`config.mk`:
```
export PLATFORM = sky130hd
export DESIGN_NAME = irq_prio_unit
export DESIGN_NICKNAME = d
export VERILOG_FILES = /design/src/rtl/irq_prio_pkg.sv /design/src/rtl/irq_prio_ctrl.sv /design/src/rtl/irq_prio_core.sv /design/src/rtl/irq_prio_unit.sv
export SDC_FILE = /design/constraint.sdc
export NUM_CORES = 1
export LEC_CHECK = 0
export ABC_CLOCK_PERIOD_IN_PS = 7590
export BUFFER_PORTS_ARGS = -buffer_cell sky130_fd_sc_hd__buf_2
export CORE_MARGIN = 2
export CORE_UTILIZATION = 55
export DETAILED_ROUTE_END_ITERATION = 8
export GPL_TIMING_DRIVEN = 0
export PLACE_DENSITY = 0.85
export SLEW_MARGIN = 20
export SYNTH_ARGS = -nofsm -noshare
export SYNTH_HDL_FRONTEND = slang
export SYNTH_SLANG_ARGS = --single-unit
```
`constraint.sdc`:
```
create_clock -name clk -period 7.59 [get_ports clk]
set_input_delay 1.1385 -clock clk [delete_from_list [all_inputs] [get_ports clk]]
set_output_delay 1.1385 -clock clk [all_outputs]
set_load 0.03 [all_outputs]
```
`src/rtl/irq_prio_pkg.sv`:
```
package irq_prio_pkg;
  localparam int NUM_PINS = 8;
  localparam int PIN_W = $clog2(NUM_PINS);

  // bit positions that select command types; the decode depends on them
  localparam int INIT_SEL_BIT = 4;
  localparam int READSEL_BIT = 3;

  typedef enum logic [1:0] {
    STEP_OPER,
    STEP_BASE,
    STEP_CASC,
    STEP_MODE
  } icw_step_e;

  typedef struct packed {
    logic       initCmd;
    logic       ldBase;
    logic       ldMode;
    logic       ldMask;
    logic       wrRotate;
    logic       eoi;
    logic       eoiSpecific;
    logic       setLowPrio;
    logic       wrReadSel;
    logic [7:0] val;
  } ctrl_strobe_t;
endpackage

```
`src/rtl/irq_prio_ctrl.sv`:
```
module irq_prio_ctrl
  import irq_prio_pkg::*;
(
  input  logic         clk,
  input  logic         rstN,
  input  logic         wrEn,
  input  logic         portSel,
  input  logic [7:0]   wrData,
  output ctrl_strobe_t strobe,
  output logic         ready,
  output logic         cfgErr
);
  icw_step_e step;
  logic errNow;
  logic modeOk;

  always_comb begin
    strobe = '0;
    strobe.val = wrData;
    errNow = 1'b0;
    modeOk = 1'b0;
    if (wrEn) begin
      if (!portSel) begin
        if (wrData[INIT_SEL_BIT]) begin
          strobe.initCmd = 1'b1;
          errNow = wrData[1] | ~wrData[0];
        end else if (ready) begin
          if (wrData[READSEL_BIT]) begin
            if (wrData[6]) errNow = 1'b1;
            else strobe.wrReadSel = wrData[1];
          end else begin
            strobe.wrRotate = 1'b1;
            if (wrData[5]) begin
              strobe.eoi = 1'b1;
              strobe.eoiSpecific = wrData[6];
            end else begin
              strobe.setLowPrio = wrData[6] & wrData[7];
            end
          end
        end
      end else begin
        unique case (step)
          STEP_BASE: strobe.ldBase = 1'b1;
          STEP_CASC: ;
          STEP_MODE: begin
            modeOk = wrData[0];
            strobe.ldMode = wrData[0];
            errNow = ~wrData[0];
          end
          default: strobe.ldMask = 1'b1;
        endcase
      end
    end
  end

  always_ff @(posedge clk or negedge rstN) begin
    if (!rstN) begin
      step <= STEP_OPER;
      ready <= 1'b0;
      cfgErr <= 1'b0;
    end else begin
      cfgErr <= errNow;
      if (strobe.initCmd) begin
        ready <= 1'b0;
        step <= errNow ? STEP_OPER : STEP_BASE;
      end else if (wrEn && portSel) begin
        unique case (step)
          STEP_BASE: step <= STEP_CASC;
          STEP_CASC: step <= STEP_MODE;
          STEP_MODE: if (modeOk) begin
            step <= STEP_OPER;
            ready <= 1'b1;
          end
          default: ;
        endcase
      end
    end
  end

  assert_bad_init_R3: assert property (@(posedge clk) disable iff (!rstN)
    (wrEn && !portSel && wrData[INIT_SEL_BIT] && !wrData[0]) |=> (cfgErr && !ready));

  assert_mode_makes_ready_R2: assert property (@(posedge clk) disable iff (!rstN)
    (wrEn && portSel && step == STEP_MODE && wrData[0]) |=> ready);
endmodule

```
`src/rtl/irq_prio_core.sv`:
```
module irq_prio_core
  import irq_prio_pkg::*;
#(
  parameter int CASCADE_PIN = 2,
  parameter bit IS_MASTER = 1'b1
) (
  input  logic                clk,
  input  logic                rstN,
  input  ctrl_strobe_t        strobe,
  input  logic                ready,
  input  logic [NUM_PINS-1:0] irqIn,
  input  logic                rdEn,
  input  logic                portSel,
  input  logic                ackValid,
  input  logic [PIN_W-1:0]    ackPin,
  output logic [7:0]          rdData,
  output logic                intrOut,
  output logic [7:0]          vectorOut
);
  logic [NUM_PINS-1:0] irr, isr, mask, irqPrev, isrEff;
  logic [PIN_W-1:0] lowPrio, reqPin, isrPin, acceptPin, eoiPin, idx;
  logic [7:0] base;
  logic aeoi, sfn, rotate, readIsr, pollArmed, raised;
  logic reqFound, isrFound, blocked, pollAccept, accept, eoiHit, rotateNow;

  always_comb begin
    isrEff = isr;
    if (IS_MASTER && sfn) isrEff[CASCADE_PIN] = 1'b0;
    reqFound = 1'b0;
    reqPin = '0;
    isrFound = 1'b0;
    isrPin = '0;
    blocked = 1'b0;
    for (int k = 0; k < NUM_PINS; k++) begin
      idx = lowPrio + PIN_W'(k + 1);
      if (!blocked && !reqFound) begin
        if (isrEff[idx]) blocked = 1'b1;
        else if (irr[idx] && !mask[idx]) begin
          reqFound = 1'b1;
          reqPin = idx;
        end
      end
      if (!isrFound && isr[idx]) begin
        isrFound = 1'b1;
        isrPin = idx;
      end
    end
  end

  assign pollAccept = rdEn && pollArmed && reqFound;
  assign accept = ackValid || pollAccept;
  assign acceptPin = ackValid ? ackPin : reqPin;
  assign eoiPin = strobe.eoiSpecific ? strobe.val[PIN_W-1:0] : isrPin;
  assign eoiHit = strobe.eoi && (strobe.eoiSpecific || isrFound);
  assign rotateNow = strobe.wrRotate ? strobe.val[7] : rotate;

  always_ff @(posedge clk or negedge rstN) begin
    if (!rstN) begin
      irr <= '0; isr <= '0; mask <= '0; irqPrev <= '0;
      lowPrio <= PIN_W'(NUM_PINS - 1);
      base <= '0; aeoi <= 1'b0; sfn <= 1'b0; rotate <= 1'b0;
      readIsr <= 1'b0; pollArmed <= 1'b0; raised <= 1'b0;
    end else begin
      irqPrev <= irqIn;
      begin
        logic [NUM_PINS-1:0] irrN, isrN;
        irrN = irr | (ready ? (irqIn & ~irqPrev) : '0);
        isrN = isr;
        if (eoiHit) isrN[eoiPin] = 1'b0;
        if (accept) begin
          if (!irqIn[acceptPin]) irrN[acceptPin] = 1'b0;
          if (!aeoi) isrN[acceptPin] = 1'b1;
        end
        irr <= irrN;
        isr <= isrN;
      end
      if (strobe.initCmd) mask <= '0;
      else if (strobe.ldMask) mask <= strobe.val[NUM_PINS-1:0];
      if (strobe.initCmd) lowPrio <= PIN_W'(NUM_PINS - 1);
      else if (eoiHit && rotateNow) lowPrio <= eoiPin;
      else if (strobe.setLowPrio) lowPrio <= strobe.val[PIN_W-1:0];
      else if (accept && aeoi && rotate) lowPrio <= acceptPin;
      if (strobe.ldBase) base <= {strobe.val[7:3], 3'b000};
      if (strobe.ldMode) begin
        aeoi <= strobe.val[1];
        sfn <= strobe.val[4] & IS_MASTER;
      end
      if (strobe.wrRotate) rotate <= strobe.val[7];
      if (strobe.initCmd) readIsr <= 1'b0;
      else if (strobe.wrReadSel) readIsr <= strobe.val[0];
      if (strobe.initCmd) pollArmed <= 1'b0;
      else if (strobe.wrReadSel) pollArmed <= strobe.val[2];
      else if (rdEn) pollArmed <= 1'b0;
      if (accept) raised <= 1'b0;
      else if (!raised && ready && reqFound) raised <= 1'b1;
    end
  end

  always_comb begin
    if (pollArmed) rdData = reqFound ? (8'h80 | 8'(reqPin)) : 8'h00;
    else if (portSel) rdData = 8'(mask);
    else rdData = readIsr ? 8'(isr) : 8'(irr);
  end

  assign intrOut = raised;
  assign vectorOut = base | (reqFound ? 8'(reqPin) : 8'(NUM_PINS - 1));

  assert_intr_held_R6: assert property (@(posedge clk) disable iff (!rstN)
    (raised && !accept) |=> raised);

  assert_ack_sets_isr_R7: assert property (@(posedge clk) disable iff (!rstN)
    (ackValid && !aeoi && !strobe.eoi) |=> isr[$past(ackPin)]);

  assert_aeoi_keeps_isr_R8: assert property (@(posedge clk) disable iff (!rstN)
    (ackValid && aeoi && !strobe.eoi) |=> $stable(isr));

  assert_not_ready_ignores_R4: assert property (@(posedge clk) disable iff (!rstN)
    !ready |=> ((irr & ~$past(irr)) == '0));

  assert_poll_oneshot_R11: assert property (@(posedge clk) disable iff (!rstN)
    (rdEn && pollArmed && !strobe.wrReadSel) |=> !pollArmed);

  assert_masked_not_chosen_R5: assert property (@(posedge clk) disable iff (!rstN)
    reqFound |-> !mask[reqPin]);
endmodule

```
`src/rtl/irq_prio_unit.sv`:
```
module irq_prio_unit
  import irq_prio_pkg::*;
#(
  parameter int CASCADE_PIN = 2,
  parameter bit IS_MASTER = 1'b1
) (
  input  logic             clk,
  input  logic             rstN,
  input  logic [NUM_PINS-1:0] irqIn,
  input  logic             wrEn,
  input  logic             rdEn,
  input  logic             portSel,
  input  logic [7:0]       wrData,
  output logic [7:0]       rdData,
  input  logic             ackValid,
  input  logic [PIN_W-1:0] ackPin,
  output logic             intrOut,
  output logic [7:0]       vectorOut,
  output logic             cfgErr
);
  ctrl_strobe_t strobe;
  logic ready;

  irq_prio_ctrl i_ctrl (
    .clk(clk), .rstN(rstN), .wrEn(wrEn), .portSel(portSel), .wrData(wrData),
    .strobe(strobe), .ready(ready), .cfgErr(cfgErr)
  );

  irq_prio_core #(.CASCADE_PIN(CASCADE_PIN), .IS_MASTER(IS_MASTER)) i_core (
    .clk(clk), .rstN(rstN), .strobe(strobe), .ready(ready), .irqIn(irqIn),
    .rdEn(rdEn), .portSel(portSel), .ackValid(ackValid), .ackPin(ackPin),
    .rdData(rdData), .intrOut(intrOut), .vectorOut(vectorOut)
  );
endmodule

```
* Yosys cells after proc, flatten, opt, wreduce, memory -nomap -nowiden
Cells that the tools add are included.
** Storage, ports and cells
- Register bits after elaboration :: 50
- Input port bits :: 25
- Logic and storage cells :: 333
** Cells by class
- $add $sub $neg :: 7
- Magnitude comparators :: 12
- Eq/ne operators :: 4
- Multiplexer cells :: 206
- Bitwise logic cells :: 12
- Reduce and logical (&&, ||, !) cells :: 77
** Operators with widths (count)
- 3-bit 2-to-1 mux :: 39
- 1-bit 2-to-1 mux :: 110
- 1-bit binary-select mux with 3-bit select :: 33
- 8-bit 2-to-1 mux :: 12
- 3-bit by 4-bit less-than comparator with 1-bit output, second input constant :: 10
- 1-bit logical AND :: 33
- 1-bit zero test :: 30
- 8-bit bitwise AND :: 3
- 8-bit NOT :: 3
- 8-bit OR :: 3
- 5-bit 2-to-1 mux :: 3
- 3-bit adder, second input constant :: 4
- 2-bit nonzero test :: 6
- 9-bit 2-to-1 mux :: 1
- 2-bit 2-to-1 mux :: 4
- 4-bit nonzero test :: 2
- 3-bit by 2-bit adder with 3-bit output, second input constant :: 2
- 1-bit demux with 3-bit select :: 2
- 3-bit by 1-bit greater-or-equal comparator with 1-bit output, second input constant :: 2
- 2-bit one-hot mux with 3 select lines :: 1
- 3-bit AND reduction :: 2
- 2-bit equality test, second input constant :: 2
- 4-bit 2-to-1 mux :: 1
- 3-bit by 1-bit adder with 3-bit output, second input constant :: 1
- 8 further kinds :: 9

* Logic depth before layout (Yosys ltp)
Gate-level depths: netlist of run 1.
- Depth in word-level cells :: 37
- Depth in mapped cells :: 16

* Hierarchy
A second synthesis of run 1 with hierarchy kept.
** Second synthesis, totals
- Cell total of the unflattened synthesis :: 503
- Area total of the unflattened synthesis :: 4601.9 um2
** By module, submodules not included
- irq_prio_core :: instances 1, cells each 455, area an instance 4171.5 um2
- irq_prio_ctrl :: instances 1, cells each 48, area an instance 430.4 um2

* Least setup slack after synthesis of run 1
Ideal clock, no wire load.
- Path kind :: register to output
- Start :: register i_core.lowPrio[0]
- End :: output rdData[2]
- Arrival time :: 3640 ps
- Required time :: 6451 ps
- Setup slack :: 2812 ps
- Stages on the path, launching flop included :: 15
- Buffers on the path :: 4
- Cell sequence :: dfstp_2 -> buf_6 -> inv_2 -> buf_6 -> ha_1 -> buf_2 -> buf_2 -> mux4_2 -> a211oi_1 -> nor2_1 -> or3_1 -> or4_1 -> o21ai_0 -> nand2_1 -> o21ai_0
** On the way
- Word-level cells in the longest chain between the ends :: 30
- Elaborated cells between the ends (all ways) :: 153
** Ends and longest elaborated chain
- from (decl) :: line irq_prio_core.sv:21 : logic [PIN_W-1:0] lowPrio, reqPin, isrPin, acceptPin, eoiPin, idx;
- from (signal assigned) :: line irq_prio_core.sv:60 : lowPrio <= PIN_W'(NUM_PINS - 1);
- from (signal assigned) :: line irq_prio_core.sv:79 : if (strobe.initCmd) lowPrio <= PIN_W'(NUM_PINS - 1);
- from (signal assigned) :: line irq_prio_core.sv:80 : else if (eoiHit && rotateNow) lowPrio <= eoiPin;
- 3-bit by 1-bit adder with 3-bit output :: line irq_prio_core.sv:35 : idx = lowPrio + PIN_W'(k + 1);
- 1-bit binary-select mux with 3-bit select :: line irq_prio_core.sv:38 : else if (irr[idx] && !mask[idx]) begin
- 1-bit 2-to-1 mux (not written as such) :: line irq_prio_core.sv:38
- 1-bit zero test :: line irq_prio_core.sv:38
- 1-bit logical AND :: line irq_prio_core.sv:38
- 3-bit 2-to-1 mux or 1-bit 2-to-1 mux (tied branches) :: line irq_prio_core.sv:38
- 3-bit 2-to-1 mux or 1-bit 2-to-1 mux (tied branches) :: line irq_prio_core.sv:37 : if (isrEff[idx]) blocked = 1'b1;
- 3-bit 2-to-1 mux, or another cell as far along :: line irq_prio_core.sv:38
- [13 not listed]
- 3-bit 2-to-1 mux or 1-bit 2-to-1 mux (tied branches) :: line irq_prio_core.sv:36 : if (!blocked && !reqFound) begin
- 3-bit 2-to-1 mux, or another cell as far along :: line irq_prio_core.sv:38
- 3-bit 2-to-1 mux, or another cell as far along :: line irq_prio_core.sv:37
- 3-bit 2-to-1 mux or 1-bit 2-to-1 mux (tied branches) :: line irq_prio_core.sv:36
- 3-bit 2-to-1 mux, or another cell as far along :: line irq_prio_core.sv:38
- 3-bit 2-to-1 mux, or another cell as far along :: line irq_prio_core.sv:37
- 3-bit 2-to-1 mux or 1-bit 2-to-1 mux (tied branches) :: line irq_prio_core.sv:36
- 8-bit 2-to-1 mux (*) (2 in a row) :: line irq_prio_core.sv:100 : if (pollArmed) rdData = reqFound ? (8'h80 | 8'(reqPin)) : 8'h00;
- to (decl) :: line irq_prio_unit.sv:14 : output logic [7:0] rdData,
Mark *: on every way between the ends. The rest lies on a longest branch, timed or not. The select of a mux whose other input is x is not followed.

* Worst setup path after layout of run 1
- Start :: register i_core.lowPrio[1]
- End :: output rdData[2]
Same word-level chain as after synthesis.

==> flow_summary.json, run 1 <==
{
  "cts_resized": 0,
  "syn_area_per_cell_sq_um": 9.26,
  "fill_cells": 687,
  "grt_max_degree": 51,
  "io_pins": 43,
  "grt_pass1_wl_um": 23700,
  "syn_nets": 539,
  "cp_data_required_time_ns": 6.45,
  "relSlewSlack_pct": 48.5,
  "critPathKind": "reg -> out",
  "max_freq_mhz": 172,
  "ys_types": 91,
  "root_buffer": "clkbuf_8",
  "ant_nets": 0,
  "rows": 33,
  "wirelength_um": 15000,
  "grt_antenna_before_repair": 0,
  "path_max_fanout": 10,
  "yosys_register_bits": 50,
  "whs_ns": 0.502,
  "vias": 4733,
  "ys_seq_area_share_pct": 26.7,
  "worstHoldPathType": "reg -> reg",
  "skew_ns": 0.00600,
  "cts_tree": "yes",
  "post-cts-setup-buffers": 0,
  "first_pass_iters": 8,
  "grt-ovfl-total": 0,
  "dieArea_sq_um": 9310,
  "cts_buffers": 5,
  "ys.flop_type": "dfrtp_1",
  "area_growth_pct": 8.99,
  "die_w_um": 96.5,
  "crit_chain": "buf_4 > buf_6 > inv_2 > ha_1 > buf_2 > buf_2 > mux4_2 > a211oi_1 > nor2_1 > or3_1 > or4_1 > o21ai_0 > nand2_1 > o21ai_0 > buf_2",
  "drive_gt1_share_pct": 22.9,
  "clk_pin_slew_ns": 0.10,
  "finalNonFillerCells": 660,
  "htreeDepth": 2,
  "rsz0062_at_grt": "no",
  "grt_pass1_vias": 4624,
  "fp.dieH_um": 96.5,
  "synth_top_cell_by_area": "dfrtp_1",
  "setup_violations": 0,
  "cp.arrival_ns": 4.68,
  "syn_area_sq_um": 4700,
  "cp_common_cell": "buf_2",
  "synth_edf_count": 0,
  "worst-path-buf-inv": 6,
  "tightest_slew_ns": 0.769,
  "place_hpwl_um": 11500,
  "hold_violations": 0,
  "drc": 0,
  "vias_per_cell": 7.17,
  "cp_top_family": "buffers and inverters",
  "min_period_over_period_pct": 76.7,
  "period_minus_slack_ns": 5.82,
  "clkSinkCount": 50,
  "synth-async-reset-ratio_pct": 100,
  "grt_use_total_pct": 33.7,
  "place.gp.congestion": 1.02,
  "crit_path_start_kind": "register",
  "cpPeakStageDelay_ns": 0.55,
  "port_buffers": 39,
  "wl_per_cell_um": 22.8,
  "drv_cap": 0,
  "synthTopCellsByCount": "47 x dfrtp_1, 47 x nand2_1, 35 x nor2_1",
  "clk_latency_ns": 0.31,
  "insertedDiodeCount": 0,
  "synth_top_area_share_pct": 25.0,
  "postSynthCellCount": 508,
  "hold_buffers": 0,
  "start_util_pct": 57.0,
  "drv_slew": 0,
  "yosys_warnings": 0,
  "finalSetupTns_ns": 0,
  "dp_cells": 652,
  "core_region_area_sq_um": 8260,
  "setup.worst_path.end_class": "output pin",
  "status": "complete, no violations",
  "cp_slowest_cell": "dfstp_2",
  "clk_path_buf_depth": 2,
  "synthTopCellsByArea": "dfrtp_1 25%, mux4_2 8.1%, mux2i_1 4.7%",
  "drtIter0Drc": 464,
  "fin_nets": 585
}
-- worst reg2reg max path: cells and delay by family, from the launching register on --
| family | cells | cell delay [ns] |
|---|---|---|
| flops | 1 | 0.55 |
| buf+inv | 5 | 1.03 |
| fa+ha+maj | 1 | 0.39 |
| mux | 1 | 0.60 |
| compound gates | 5 | 1.38 |
| simple gates | 2 | 0.64 |
-- routing by layer --
| layer | GRT usage [%] | part of all wire, % | up-vias |
|---|---|---|---|
| li1 | - | - | 2055 |
| met4 | 21.9 | 6.4 | 0 |
| met1 | 41.8 | 39 | 2300 |
| met5 | 0 | 0 | - |
| met3 | 5.04 | 8.0 | 72 |
| met2 | 54.7 | 47 | 306 |
-- per-stage QoR --
step / setup slack, ns / utilization [%] / cell area [sq um]
after detailed placement: 2.21 / 60.9 / 5030
after global routing: 1.59 / 62.1 / 5130
after global placement: 2.26 / 60.9 / 5030
after floorplan: 2.81 / - / 4700
after CTS: 1.86 / 62.1 / 5120
final: 1.77 / 62.1 / 5130
-- state kept, by name, summed over array words and instances, names as in the netlist --
signal	cells
i_core.irr	8
i_core.intrOut	1
i_ctrl.cfgErr	1
i_core.irqPrev	8
i_core.sfn	1
i_core.lowPrio	3
i_core.rotate	1
i_ctrl.ready	1
i_core.base	5
i_core.isr	8
i_core.pollArmed	1
i_core.mask	8
i_core.aeoi	1
i_ctrl.step	2
i_core.readIsr	1
-- worst paths after layout --
check	from	endpoint	slack [ns]	depth (start not counted)
min in group asynchronous	rstN	i_ctrl.step[1]	0.84	1
setup reg to reg	i_core.lowPrio[1]	i_core.irr[3]	2.88	14
setup / recovery	i_core.lowPrio[1]	rdData[2]	1.77	15
max in group asynchronous	rstN	i_core.mask[2]	6.34	1
hold reg to reg	i_core.intrOut	i_core.intrOut	0.50	2
hold / removal	i_core.intrOut	i_core.intrOut	0.50	2
-- cell type report --
type                    instances  area, sq um  area share, %
repair buffers                 39          198           3.86
flip-flops and latches         50         1250           24.5
multi-input cells             403         3170           61.8
inverters                      26         97.6           1.90
plain buffers                  29          181           3.54
clock buffers                   5         68.8           1.34
well taps                     105          131           2.56
clock inverters                 3         25.0          0.488
-- cell usage in the layout, fill, tap and decap left out, drive strengths merged, types with 6 or more instances in the layout --
| cell | n |
|---|---|
| nand2 | 48 |
| o41ai | 9 |
| a211oi | 13 |
| nor3 | 8 |
| o211ai | 9 |
| inv | 26 |
| mux2i | 25 |
| ha | 6 |
| a21oi | 29 |
| nor2b | 11 |
| mux4 | 17 |
| nand3 | 10 |
| a22o | 6 |
| clkbuf | 21 |
| o21ai | 23 |
| dfrtp | 47 |
| a31oi | 9 |
| and2 | 6 |
| o31ai | 8 |
| nand4 | 6 |
| nand2b | 15 |
| a41oi | 8 |
| buf | 52 |
| nor2 | 36 |
| mux2 | 13 |
-- cell families (layout without fill, tap and decap cells) --
family	Yosys count	count (layout)	synth area share (%)
compound gates	163	163	26.1
xor+xnor	6	6	1.28
fa+ha+maj	6	6	1.60
buf+inv	55	102	5.93
flops	50	50	26.7
mux	55	55	17.3
simple gates	173	173	21.2
Power of run 1 is left out: the tool's default activity adds up to more than one toggle a clock period on the data nets, which glitch-free logic cannot reach.
==> run 2: changes to the inputs <==
- ABC_CLOCK_PERIOD_IN_PS: 7590 -> 4800
- PLACE_DENSITY: 0.85 -> 0.88
- clock period: 7.59 -> 4.8 ns (I/O delays scaled with it)
==> flow_summary.json, run 2 (synthesis gave the netlist of run 1 again) <==
{
  "status": "complete, no violations",
  "grt-ovfl-total": 0,
  "core_region_area_sq_um": 8260,
  "vias_per_cell": 7.06,
  "place.gp.congestion": 0.948,
  "cp_common_cell": "buf_4",
  "worst-path-buf-inv": 8,
  "cts_buffers": 5,
  "tightest_slew_ns": 0.809,
  "whs_ns": 0.409,
  "setup.worst_path.end_class": "output pin",
  "io_pins": 43,
  "place_hpwl_um": 11600,
  "crit_end": "rdData[0]",
  "cp_top_family": "buffers and inverters",
  "root_buffer": "clkbuf_8",
  "rr_endpoint": "i_core.irr[5]",
  "clk_path_buf_depth": 2,
  "drv_slew": 0,
  "wl_per_cell_um": 22.4,
  "wirelength_um": 15000,
  "relSlewSlack_pct": 45.7,
  "layout_commonest_cell": "dfrtp_1",
  "fp.dieH_um": 96.5,
  "grt_pass1_wl_um": 23500,
  "met3_length_um": 1220,
  "crit_path_start_kind": "register",
  "first_pass_iters": 5,
  "r2r_slack_ns": 0.27,
  "critPathKind": "reg -> out",
  "htreeDepth": 2,
  "setup_violations": 0,
  "dr_wl_met2_um": 6950,
  "min_period_over_period_pct": 97.1,
  "top_layer_used": "met4",
  "fill_cells": 686,
  "crit_start": "i_core.lowPrio[0]",
  "cts_tree": "yes",
  "drt-met1-wl_um": 5980,
  "cp_data_required_time_ns": 4.08,
  "rows": 33,
  "clkSinkCount": 50,
  "clk_pin_slew_ns": 0.10,
  "max_freq_mhz": 214,
  "period_minus_slack_ns": 4.66,
  "final_cell_mix": "47 x dfrtp_1, 46 x nand2_1, 37 x buf_2, 35 x nor2_1, 28 x a21oi_1",
  "hold_violations": 0,
  "clk_latency_ns": 0.31,
  "rr_worst_depth": 17,
  "drtIter0Drc": 394,
  "drc": 0,
  "drive_gt1_share_pct": 27.5,
  "skew_ns": 0.00744,
  "multi_input_area_sq_um": 3280,
  "insertedDiodeCount": 0,
  "path_max_fanout": 10,
  "vias": 4724,
  "area_growth_pct": 13.5,
  "ant_nets": 0,
  "grt_use_total_pct": 33.6,
  "cp.arrival_ns": 3.94,
  "fin_nets": 594,
  "worstHoldPathType": "in -> async",
  "grt_pass1_vias": 4479,
  "grt_max_degree": 51,
  "timing.rr.start": "i_core.lowPrio[0]",
  "grt_antenna_before_repair": 0,
  "dieArea_sq_um": 9310,
  "cpPeakStageDelay_ns": 0.57,
  "drv_cap": 0,
  "area.sequential_sq_um": 1250,
  "port_buffers": 39,
  "crit_chain": "buf_8 > inv_2 > buf_6 > ha_4 > buf_6 > buf_8 > mux4_2 > buf_4 > buf_4 > a211oi_2 > o21bai_2 > o21ai_2 > a2111oi_4 > a31o_2 > mux2i_1 > buf_4",
  "start_util_pct": 57.0,
  "cp_slowest_cell": "dfstp_2",
  "path_depth": 16,
  "die_w_um": 96.5
}
[run 2: metal layers]
metal	track usage [%]	vias to the layer above
li1	-	2080
met1	43.1	2283
met2	53.8	288
met3	5.74	73
met4	18.8	0
met5	0	-
[run 2: cell type report]
| type | instances | share of cell area (%) |
|---|---|---|
| Inverter | 26 | 1.87 |
| Clock buffer | 5 | 1.29 |
| Sequential cell | 50 | 23.5 |
| Clock inverter | 3 | 0.422 |
| Buffer | 29 | 3.91 |
| Tap cell | 105 | 2.46 |
| Multi-Input combinational cell | 403 | 61.4 |
| Timing Repair Buffer | 48 | 5.11 |
[run 2: repair_timing]
action / in CTS / in global routing
endpoints found under the setup margin: 7 / 7
pin swaps: 0 / 6
resized for setup: 16 / 21
setup buffers: 3 / 6
hold buffers: 0 / 0
[run 2: how the worst min path moves through the flow]
stage,startpoint,end,cells after the start
global route,rstN,i_core.base[4],1
global placement,i_core.intrOut,i_core.intrOut,2
floorplan,rstN,i_core.aeoi,0
CTS,i_core.irqPrev[1],i_core.irr[1],2
finish,rstN,i_core.base[6],1
detailed placement,i_core.base[3],i_core.base[3],1
[run 2: per-stage QoR]
stage / setup slack, ns / std cells / area, sq um / setup TNS, ns / util, %
final: 0.137 / 669 / 5340 / 0 / 64.7
after floorplan: 0.440 / 508 / 4700 / 0 / -
after global placement: -0.0716 / 652 / 5030 / -0.113 / 60.9
after global routing: -0.0364 / 669 / 5340 / -0.0492 / 64.7
after detailed placement: -0.0969 / 652 / 5030 / -0.170 / 60.9
after CTS: 0.00720 / 663 / 5200 / 0 / 63.0
[run 2: worst reg2reg max path, delay by kind of cell, from the launching register on]
family | cells | cell delay [ns]
DFF | 1 | 0.57
muxes | 1 | 0.39
adders and majority gates | 1 | 0.31
AOI/OAI and AO/OA | 7 | 1.97
buffers and inverters | 8 | 1.19
Power of run 2 is left out for the same reason.
==> run 3: changes to the inputs <==
--- a/config.mk
+++ b/config.mk
@@ -9,2 +9,3 @@
 export BUFFER_PORTS_ARGS = -buffer_cell sky130_fd_sc_hd__buf_2
+export CORE_ASPECT_RATIO = 0.7
 export CORE_MARGIN = 2
--- a/constraint.sdc
+++ b/constraint.sdc
@@ -3,2 +3,2 @@
 set_output_delay 0.72 -clock clk [all_outputs]
-set_load 0.03 [all_outputs]
+set_load 0.02 [all_outputs]
==> flow_summary.json, run 3 (synthesis gave the netlist of run 1 again) <==
{
  "status": "complete, no violations",
  "vias_per_cell": 7.30,
  "crit_chain": "buf_8 > inv_2 > buf_6 > ha_4 > buf_12 > or4b_1 > and4_1 > a211oi_2 > o21bai_2 > o21ai_2 > a2111oi_4 > a31o_2 > mux2i_2 > buf_4",
  "tightest_slew_ns": 1.01,
  "fin_nets": 591,
  "drc": 0,
  "htreeDepth": 2,
  "wl_per_cell_um": 23.5,
  "cp_top_family": "compound AO/OA/AOI/OAI gates",
  "cts_tree": "yes",
  "setup.worst_path.end_class": "output pin",
  "cpPeakStageDelay_ns": 0.55,
  "dieArea_sq_um": 9320,
  "min_period_over_period_pct": 97.8,
  "timing.rr.start": "i_core.lowPrio[0]",
  "drv_cap": 0,
  "worst-path-buf-inv": 5,
  "die_w_um": 115,
  "root_buffer": "clkbuf_16",
  "grt_pass1_wl_um": 25000,
  "relSlewSlack_pct": 32.2,
  "worstHoldPathType": "in -> async",
  "insertedDiodeCount": 0,
  "first_pass_iters": 6,
  "grt_max_degree": 51,
  "grt-ovfl-total": 0,
  "cp_slowest_cell": "dfstp_2",
  "setup_violations": 0,
  "grt_pass1_vias": 4769,
  "cp.arrival_ns": 3.98,
  "hold_violations": 0,
  "clkSinkCount": 50,
  "hold_buffers": 0,
  "clk_pin_slew_ns": 0.07,
  "drv_slew": 0,
  "place_hpwl_um": 11700,
  "final_cell_mix": "47 x dfrtp_1, 46 x nand2_1, 38 x buf_2, 35 x nor2_1, 28 x a21oi_1",
  "crit_start": "i_core.lowPrio[0]",
  "rr_worst_depth": 14,
  "wirelength_um": 15600,
  "clk_latency_ns": 0.29,
  "rows": 28,
  "core_region_area_sq_um": 8370,
  "critPathKind": "reg -> out",
  "drive_gt1_share_pct": 27.1,
  "drtIter0Drc": 673,
  "skew_ns": 0.00479,
  "start_util_pct": 56.2,
  "crit_path_start_kind": "register",
  "period_minus_slack_ns": 4.70,
  "place.gp.congestion": 1.03,
  "layout_commonest_cell": "dfrtp_1",
  "finalSetupTns_ns": 0,
  "ant_nets": 0,
  "area_growth_pct": 14.7,
  "path_depth": 14,
  "io_pins": 43,
  "grt_use_total_pct": 35.0,
  "fp.dieH_um": 81.4,
  "max_freq_mhz": 213,
  "cts_buffers": 5,
  "vias": 4863,
  "path_max_fanout": 10,
  "port_buffers": 39,
  "clk_path_buf_depth": 2,
  "cp_data_required_time_ns": 4.08,
  "grt_antenna_before_repair": 0
}
[run 3: cell count changes in the layout (fill, tap and decap cells not counted), moves of 2 or more]
cell       before  now
clkbuf_8        5    0
clkbuf_16       0    5
a41oi_1         5    7
buf_12          0    2
buf_4          13    9
nor3_2          1    4
nor3_1          6    3
a41oi_2         3    1
o21ai_0        14   12
[run 3: path summary, 6_finish.rpt]
| kind | end | slack, ns |
|---|---|---|
| max | rdData[0] | 0.10 |
| min | i_core.base[3] | 0.44 |
| max reg2reg | i_core.irr[4] | 0.42 |
| min reg2reg | i_core.intrOut | 0.50 |
| max in group asynchronous | i_core.irr[5] | 3.92 |
| min in group clk | i_core.intrOut | 0.50 |
[run 3: per-stage QoR]
step | worst slack [ns] | hold WS, ns | std cells | util (%) | instance area [sq um]
final | 0.104 | 0.442 | 666 | 64.4 | 5400
after CTS | 0.00554 | 0.508 | 664 | 62.9 | 5260
after global routing | -0.0197 | 0.502 | 666 | 64.4 | 5400
after detailed placement | -0.157 | 0.489 | 652 | 60.1 | 5030
after floorplan | 0.538 | 0.424 | 508 | - | 4700
after global placement | -0.174 | 0.485 | 652 | 60.1 | 5030
[run 3: layer usage]
layer | wire (um) | global-route usage, % | up-vias
li1 | - | - | 2067
met1 | 6190 | 48.9 | 2337
met2 | 6780 | 52.7 | 383
met3 | 2100 | 8.88 | 76
met4 | 565 | 12.7 | 0
met5 | 0 | 0 | -
[run 3: area by class of cell]
type,count,area (sq um)
Multi-Input combinational cell,403,3290
Buffer,29,223
Timing Repair Buffer,45,248
Fill cell,669,2980
Tap cell,105,131
Clock inverter,2,13.8
Inverter,26,104
Clock buffer,6,129
Sequential cell,50,1250
[run 3: timing repair]
action | CTS | global route
hold endpoints to repair | 0 | 0
resized for setup | 14 | 28
buffers inserted | 4 | 2
pin swaps | 0 | 5
endpoints found under the setup margin | 9 | 7
Power of run 3 is left out for the same reason.
